==> config.mk <==
export PLATFORM = sky130hd
export DESIGN_NAME = burst_serial_port
export DESIGN_NICKNAME = d
export VERILOG_FILES = /design/src/rtl/bsp_pkg.sv /design/src/rtl/bsp_sync.sv /design/src/rtl/bsp_fifo.sv /design/src/rtl/bsp_clkgen.sv /design/src/rtl/bsp_engine.sv /design/src/rtl/burst_serial_port.sv
export SDC_FILE = /design/constraint.sdc
export NUM_CORES = 1
export LEC_CHECK = 0
export BUFFER_PORTS_ARGS = -buffer_cell sky130_fd_sc_hd__clkbuf_2
export CAP_MARGIN = 40
export CORE_MARGIN = 5
export CORE_UTILIZATION = 43
export DETAILED_ROUTE_END_ITERATION = 10
export GPL_ROUTABILITY_DRIVEN = 0
export PLACE_DENSITY_LB_ADDON = 0.1
export SLEW_MARGIN = 20
export SYNTH_ARGS = -nofsm -noshare
export SYNTH_HDL_FRONTEND = slang
export SYNTH_SLANG_ARGS = --single-unit
==> constraint.sdc <==
create_clock -name clk -period 2.9 [get_ports clk]
set_input_delay 0.435 -clock clk [delete_from_list [all_inputs] [get_ports clk]]
set_output_delay 0.435 -clock clk [all_outputs]
set_load 0.03 [all_outputs]
==> src/rtl/bsp_pkg.sv <==
package bsp_pkg;
  localparam int unsigned BYTE_W    = 8;
  localparam int unsigned BUF_DEPTH = 8;
  localparam int unsigned HALF_CLKS = 8;
  localparam int unsigned SYNC_LEN  = 2;
  localparam int unsigned LVL_W     = $clog2(BUF_DEPTH + 1);
  typedef logic [BYTE_W-1:0] byte_t;
endpackage

==> src/rtl/bsp_sync.sv <==
module bsp_sync #(
  parameter int unsigned STAGES  = 2,
  parameter logic        RST_VAL = 1'b0
) (
  input  logic clk,
  input  logic rst_n,
  input  logic d,
  output logic q
);
  logic [STAGES-1:0] chain;

  always_ff @(posedge clk or negedge rst_n) begin
    if (!rst_n) chain <= {STAGES{RST_VAL}};
    else        chain <= {chain[STAGES-2:0], d};
  end

  assign q = chain[STAGES-1];
endmodule

==> src/rtl/bsp_fifo.sv <==
module bsp_fifo #(
  parameter int unsigned W     = 8,
  parameter int unsigned DEPTH = 8,
  localparam int unsigned AW   = $clog2(DEPTH),
  localparam int unsigned CW   = $clog2(DEPTH + 1)
) (
  input  logic         clk,
  input  logic         rst_n,
  input  logic         push,
  input  logic [W-1:0] push_data,
  input  logic         pop,
  output logic [W-1:0] head,
  output logic [CW-1:0] count,
  output logic         full,
  output logic         empty
);
  logic [W-1:0]  mem [DEPTH];
  logic [AW-1:0] wp, rp;

  function automatic logic [AW-1:0] nxt(input logic [AW-1:0] p);
    return (p == AW'(DEPTH - 1)) ? '0 : p + 1'b1;
  endfunction

  always_ff @(posedge clk or negedge rst_n) begin
    if (!rst_n) begin
      wp    <= '0;
      rp    <= '0;
      count <= '0;
    end else begin
      if (push) wp <= nxt(wp);
      if (pop)  rp <= nxt(rp);
      case ({push, pop})
        2'b10:   count <= count + 1'b1;
        2'b01:   count <= count - 1'b1;
        default: count <= count;
      endcase
    end
  end

  always_ff @(posedge clk) begin
    if (push) mem[wp] <= push_data;
  end

  assign head  = mem[rp];
  assign full  = (count == CW'(DEPTH));
  assign empty = (count == '0);

  assert_no_overflow_R2: assert property (@(posedge clk) disable iff (!rst_n)
    push |-> (!full || pop));
  assert_no_underflow_R2: assert property (@(posedge clk) disable iff (!rst_n)
    pop |-> !empty);
endmodule

==> src/rtl/bsp_clkgen.sv <==
module bsp_clkgen #(
  parameter int unsigned HALF = 8,
  localparam int unsigned CW  = (HALF > 1) ? $clog2(HALF) : 1
) (
  input  logic clk,
  input  logic rst_n,
  input  logic run,
  output logic sck,
  output logic fall,
  output logic rise
);
  logic [CW-1:0] cnt;
  logic          tick;

  assign tick = run && (cnt == CW'(HALF - 1));
  assign fall = tick && sck;
  assign rise = tick && !sck;

  always_ff @(posedge clk or negedge rst_n) begin
    if (!rst_n) begin
      cnt <= CW'(HALF - 1);
      sck <= 1'b1;
    end else if (!run) begin
      cnt <= CW'(HALF - 1);
      sck <= 1'b1;
    end else if (tick) begin
      cnt <= '0;
      sck <= ~sck;
    end else begin
      cnt <= cnt + 1'b1;
    end
  end
endmodule

==> src/rtl/bsp_engine.sv <==
module bsp_engine #(
  parameter int unsigned W     = 8,
  parameter int unsigned DEPTH = 8,
  localparam int unsigned BW   = $clog2(W),
  localparam int unsigned CW   = $clog2(DEPTH + 1)
) (
  input  logic          clk,
  input  logic          rst_n,
  input  logic          start_ok,
  input  logic [CW-1:0] len,
  input  logic          fall,
  input  logic          rise,
  input  logic          si,
  input  logic          abort_req,
  input  logic [W-1:0]  head,
  output logic          pop,
  output logic          push,
  output logic [W-1:0]  push_data,
  output logic          so,
  output logic          busy,
  output logic          done,
  output logic          err,
  output logic          mid_byte
);
  logic [W-1:0]  tx_sh, rx_sh;
  logic [BW-1:0] bit_idx;
  logic [CW-1:0] left;
  logic          abort, last_bit;

  assign abort     = busy && abort_req && mid_byte;
  assign last_bit  = (bit_idx == BW'(W - 1));
  assign pop       = busy && !abort && fall && !mid_byte;
  assign push      = busy && !abort && rise && mid_byte && last_bit;
  assign push_data = {rx_sh[W-2:0], si};

  always_ff @(posedge clk or negedge rst_n) begin
    if (!rst_n) begin
      busy     <= 1'b0;
      done     <= 1'b0;
      err      <= 1'b0;
      mid_byte <= 1'b0;
      bit_idx  <= '0;
      left     <= '0;
      tx_sh    <= '0;
      rx_sh    <= '0;
      so       <= 1'b1;
    end else if (start_ok) begin
      busy     <= 1'b1;
      done     <= 1'b0;
      err      <= 1'b0;
      mid_byte <= 1'b0;
      bit_idx  <= '0;
      left     <= len;
    end else if (busy) begin
      if (abort) begin
        busy     <= 1'b0;
        err      <= 1'b1;
        mid_byte <= 1'b0;
        bit_idx  <= '0;
      end else begin
        if (fall) begin
          if (!mid_byte) begin
            so       <= head[W-1];
            tx_sh    <= head << 1;
            mid_byte <= 1'b1;
          end else begin
            so    <= tx_sh[W-1];
            tx_sh <= tx_sh << 1;
          end
        end
        if (rise && mid_byte) begin
          rx_sh <= push_data;
          if (last_bit) begin
            bit_idx  <= '0;
            mid_byte <= 1'b0;
            left     <= left - 1'b1;
            if (left == CW'(1)) begin
              busy <= 1'b0;
              done <= 1'b1;
            end
          end else begin
            bit_idx <= bit_idx + 1'b1;
          end
        end
      end
    end
  end

  assert_done_ends_busy_R7: assert property (@(posedge clk) disable iff (!rst_n)
    $rose(done) |-> ($past(busy) && !busy));
  assert_err_ends_busy_R10: assert property (@(posedge clk) disable iff (!rst_n)
    $rose(err) |-> ($past(busy) && !busy && !done));
endmodule

==> src/rtl/burst_serial_port.sv <==
module burst_serial_port
  import bsp_pkg::*;
(
  input  logic             clk,
  input  logic             rst_n,
  input  logic             cfg_master,
  input  logic             cfg_cs_mode,
  input  logic             wr_valid,
  output logic             wr_ready,
  input  logic [BYTE_W-1:0] wr_data,
  output logic             rd_valid,
  input  logic             rd_ready,
  output logic [BYTE_W-1:0] rd_data,
  input  logic [LVL_W-1:0] xfer_len,
  input  logic             xfer_start,
  output logic             busy,
  output logic             done,
  output logic             err,
  output logic [LVL_W-1:0] level,
  input  logic             sck_in,
  output logic             sck_out,
  output logic             sck_oe,
  input  logic             si_in,
  output logic             so_out,
  output logic             so_oe,
  input  logic             cs_n_in
);
  logic sck_s, si_s, cs_s, sck_d, cs_d;
  logic s_fall, s_rise, g_fall, g_rise, e_fall, e_rise;
  logic cs_ok, run, start_ok, cs_rise;
  logic full, empty, ext_push, ext_pop, eng_push, eng_pop, mid_byte;
  byte_t head, eng_data, fifo_in;

  bsp_sync #(.STAGES(SYNC_LEN), .RST_VAL(1'b1)) u_sync_sck (
    .clk(clk), .rst_n(rst_n), .d(sck_in), .q(sck_s));
  bsp_sync #(.STAGES(SYNC_LEN), .RST_VAL(1'b0)) u_sync_si (
    .clk(clk), .rst_n(rst_n), .d(si_in), .q(si_s));
  bsp_sync #(.STAGES(SYNC_LEN), .RST_VAL(1'b1)) u_sync_cs (
    .clk(clk), .rst_n(rst_n), .d(cs_n_in), .q(cs_s));

  always_ff @(posedge clk or negedge rst_n) begin
    if (!rst_n) begin
      sck_d <= 1'b1;
      cs_d  <= 1'b1;
    end else begin
      sck_d <= sck_s;
      cs_d  <= cs_s;
    end
  end

  assign s_fall  = sck_d && !sck_s;
  assign s_rise  = !sck_d && sck_s;
  assign cs_rise = cs_s && !cs_d;
  assign cs_ok   = !cfg_cs_mode || !cs_s;
  assign run     = busy && cs_ok && cfg_master;

  bsp_clkgen #(.HALF(HALF_CLKS)) u_clkgen (
    .clk(clk), .rst_n(rst_n), .run(run),
    .sck(sck_out), .fall(g_fall), .rise(g_rise));

  assign e_fall = cs_ok && (cfg_master ? g_fall : s_fall);
  assign e_rise = cs_ok && (cfg_master ? g_rise : s_rise);

  assign start_ok = xfer_start && !busy && (xfer_len != '0) &&
                    (xfer_len <= LVL_W'(BUF_DEPTH)) && (xfer_len <= level);

  bsp_engine #(.W(BYTE_W), .DEPTH(BUF_DEPTH)) u_engine (
    .clk(clk), .rst_n(rst_n), .start_ok(start_ok), .len(xfer_len),
    .fall(e_fall), .rise(e_rise), .si(si_s),
    .abort_req(cfg_cs_mode && cs_rise), .head(head),
    .pop(eng_pop), .push(eng_push), .push_data(eng_data),
    .so(so_out), .busy(busy), .done(done), .err(err), .mid_byte(mid_byte));

  assign wr_ready = !busy && !full;
  assign rd_valid = !busy && !empty;
  assign ext_push = wr_valid && wr_ready;
  assign ext_pop  = rd_valid && rd_ready;
  assign fifo_in  = busy ? eng_data : wr_data;
  assign rd_data  = head;

  bsp_fifo #(.W(BYTE_W), .DEPTH(BUF_DEPTH)) u_fifo (
    .clk(clk), .rst_n(rst_n),
    .push(ext_push || eng_push), .push_data(fifo_in),
    .pop(ext_pop || eng_pop), .head(head),
    .count(level), .full(full), .empty(empty));

  assign sck_oe = cfg_master && cs_ok;
  assign so_oe  = cs_ok;

  assert_master_idle_high_R4: assert property (@(posedge clk) disable iff (!rst_n)
    (cfg_master && !busy) |=> (sck_out || busy));
  assert_slave_no_drive_R8: assert property (@(posedge clk) disable iff (!rst_n)
    !cfg_master |-> !sck_oe);
  assert_cs_hold_R9: assert property (@(posedge clk) disable iff (!rst_n)
    (busy && cfg_cs_mode && cs_s && !xfer_start && !wr_valid && !rd_ready) |=> $stable(level));
endmodule

==> results.sh <==
export IMPL_final_hold_viol_count=0
export IMPL_cp_data_arrival_time_ns=2.96
export IMPL_wl_per_cell_um=18.0
export IMPL_synthTopCellsByCount="edfxtp_1, dfrtp_1, mux2_2, ha_1, nand2_1"
export IMPL_clk_path_buf_depth=2
export IMPL_root_buffer="clkbuf_16"
export IMPL_hpwl_mm=6.55
export IMPL_numCtsBuffers=9
export IMPL_worst_slew_pin_slew_ns=0.785
export IMPL_synth_edf_count=64
export IMPL_relSlewSlack=0.477
export IMPL_fin_crit_ns=2.71
export IMPL_antenna_found_initial=0
export IMPL_leakage_nw=2.31
export IMPL_clock_fmax_mhz=369
export IMPL_drive_gt1_frac=0.375
export IMPL_track_usage=0.147
export IMPL_grt_pass1_wl_mm=15.8
export IMPL_die_w_um=118
export IMPL_tns_ns=0
export IMPL_post_synth_top_count_cell="edfxtp_1"
export IMPL_status="completed"
export IMPL_clock_latency_ns=0.35
export IMPL_critPathMaxFanout=5
export IMPL_fin_skew_ns=0.0109
export IMPL_grt_start_max_net_pins=49
export IMPL_initial_core_util=0.439
export IMPL_path_cells="ha_1 > ha_2 > and4b_1 > nand3_4 > a21oi_4 > a21oi_2 > ha_2 > ha_1 > a21o_1 > a21oi_1 > xnor2_1 > nor2_1 > xnor2_1"
export IMPL_finalPower_w=0.00589
export IMPL_cts_resized_gates=0
export IMPL_rrSetupSlack_ns=0.19
export IMPL_syn_to_final_growth_pct=15.0
export IMPL_synth_seq_area_share=0.626
export IMPL_worstSetupStartpointType="register"
export IMPL_fin_nets=416
export IMPL_diodes=0
export IMPL_overflow=0
export IMPL_finalInstanceArea_mm2=0.00576
export IMPL_path_class="register to register"
export IMPL_async_flop_share=0.429
export IMPL_dr_first_iter_drc_count=111
export IMPL_critical_path_max_stage_delay_ns=0.53
export IMPL_synth_top_area_frac=0.384
export IMPL_grt_pass1_vias=2912
export IMPL_rsz0062_at_grt="no"
export IMPL_setup_viol=0
export IMPL_cp_slowest_cell="dfstp_2"
export IMPL_crit_required_ns=3.15
export IMPL_postPlaceCellArea_mm2=0.00546
export IMPL_vdd_drop_max_uv=653
export IMPL_die_y_um=118
export IMPL_drt_wl_total_mm=9.42
export IMPL_synth_area_top_cells="edfxtp_1, dfrtp_1, mux2_2"
export IMPL_htree_levels=3
export IMPL_post_route_drc_count=0
export IMPL_io_pins=43
export IMPL_ys_seq_elements=112
export IMPL_ys_warn_count=0
export IMPL_ctsHoldBuffers=0
export IMPL_synthCells=316
export IMPL_core_area_mm2=0.0114
export IMPL_rows=39
export IMPL_portBuffers=42
export IMPL_dieArea_mm2=0.0139
export IMPL_synth_nets=356
export IMPL_num_vias=2719
export IMPL_drv_cap=0
export IMPL_whs_ns=0.161
export IMPL_final_max_slew_viol_count=0
export IMPL_synth_top_area_cell="edfxtp_1"
export IMPL_holdCritPathClass="input pin to register"
export IMPL_cts_setup_buffers=0
export IMPL_ys_types=52
export IMPL_powerDensity_mw_per_mm2=1020
export IMPL_viasPerCell=5.19
export IMPL_syn_area_per_cell_um2=15.8
export IMPL_min_period_over_period=0.934
export IMPL_dr_pass1_iters=6
export IMPL_cts_num_sinks=112
export IMPL_ant_nets=0
export IMPL_netlist_area_mm2=0.00501
export IMPL_synth_ff_type="edfxtp_1"
export IMPL_clk_pin_slew_ns=0.08
export IMPL_endpoint_kind="register"
export IMPL_cts_tree="built"
[flip-flops by register name, indices dropped and copies added, names as in the netlist]
register,count
u_fifo.mem,64
u_engine.so,1
u_sync_sck.chain,2
u_sync_cs.chain,2
cs_d,1
u_engine.done,1
u_engine.bit_idx,3
u_engine.left,4
u_engine.tx_sh,7
u_sync_si.chain,2
u_clkgen.cnt,3
u_engine.mid_byte,1
u_engine.busy,1
u_fifo.count,4
sck_d,1
u_engine.rx_sh,7
u_fifo.rp,3
u_fifo.wp,3
u_clkgen.sck,1
u_engine.err,1
[report_power, final]
part / internal (W) / leakage (nW) / switching [W]
clock network: 0.000600 / 0.136 / 0.000582
logic: 0.00102 / 1.00 / 0.00129
registers: 0.00211 / 1.17 / 0.000288
[routing by layer]
layer	wire length, um	global-route usage	vias to the layer above	share of wire
met1	4240	0.190	1358	0.45
met3	365	0.0519	5	0.039
met2	4710	0.238	41	0.50
li1	-	-	1315	-
met4	110	0.0387	0	0.012
met5	0	0	-	0
[final cells by class]
| class | instances | area (um^2) |
|---|---|---|
| Inverter | 13 | 48.8 |
| Sequential cell | 112 | 3140 |
| Multi-Input combinational cell | 180 | 1760 |
| Clock buffer | 9 | 225 |
| Fill cell | 1002 | 5660 |
| Timing Repair Buffer | 60 | 345 |
| Clock inverter | 7 | 61.3 |
| Tap cell | 143 | 179 |
[critical path, delay by kind of cell (launching register included)]
kind	cells	cell delay [ns]
XOR/XNOR	2	0.24
flip-flops	1	0.53
adder cells (fa/ha/maj)	4	0.81
AND/OR/NAND/NOR	3	0.42
AO/OA/AOI/OAI	4	0.60
[worst paths after layout]
| check | start | end | depth (start not counted) |
|---|---|---|---|
| min reg2reg | u_sync_si.chain[0]$_DFF_PN0_ | u_sync_si.chain[1]$_DFF_PN0_ | 0 |
| max | u_clkgen.cnt[0]$_DFF_PN1_ | u_fifo.count[3]$_DFFE_PN0P_ | 13 |
| max reg2reg | u_clkgen.cnt[0]$_DFF_PN1_ | u_fifo.count[3]$_DFFE_PN0P_ | 13 |
| min | sck_in | u_sync_sck.chain[0]$_DFF_PN1_ | 1 |
| min in group asynchronous | rst_n | u_engine.busy$_DFF_PN0_ | 2 |
| max in group asynchronous | rst_n | u_engine.left[2]$_DFFE_PN0P_ | 2 |
[per-stage QoR]
| stage | util | setup slack (ns) | instances |
|---|---|---|---|
| after floorplan | - | -0.0506 | 316 |
| after global placement | 0.478 | 0.218 | 508 |
| after detailed placement | 0.478 | 0.117 | 508 |
| after CTS | 0.503 | 0.123 | 524 |
| after global routing | 0.504 | 0.0395 | 524 |
| final | 0.504 | 0.191 | 524 |
[layout by cell type, fill, tap and decap left out, types with 6 or more instances in the layout]
cell | synthesis | routed
xnor2_1 | 6 | 6
ha_1 | 17 | 15
clkbuf_2 | 0 | 42
mux4_1 | 6 | 6
dfrtp_1 | 37 | 37
dfstp_2 | 11 | 11
mux2_2 | 30 | 30
o21ai_1 | 6 | 6
o21ai_0 | 6 | 6
mux2i_1 | 10 | 10
inv_1 | 13 | 13
a21oi_1 | 10 | 10
buf_4 | 0 | 18
clkbuf_16 | 0 | 9
nor2_1 | 12 | 12
nand2_1 | 17 | 17
edfxtp_1 | 64 | 64
mux4_2 | 10 | 10
[cell families after synthesis]
logic type,after synthesis,share of synthesized area
DFF,112,0.626
and+or+nand+nor,61,0.0727
muxes,57,0.167
AOI/OAI and AO/OA,35,0.0465
buffers and inverters,24,0.0252
adders and majority gates,18,0.0465
xor gates and xnor gates,9,0.0157
No activity file was read; power rests on OpenSTA's default activity.
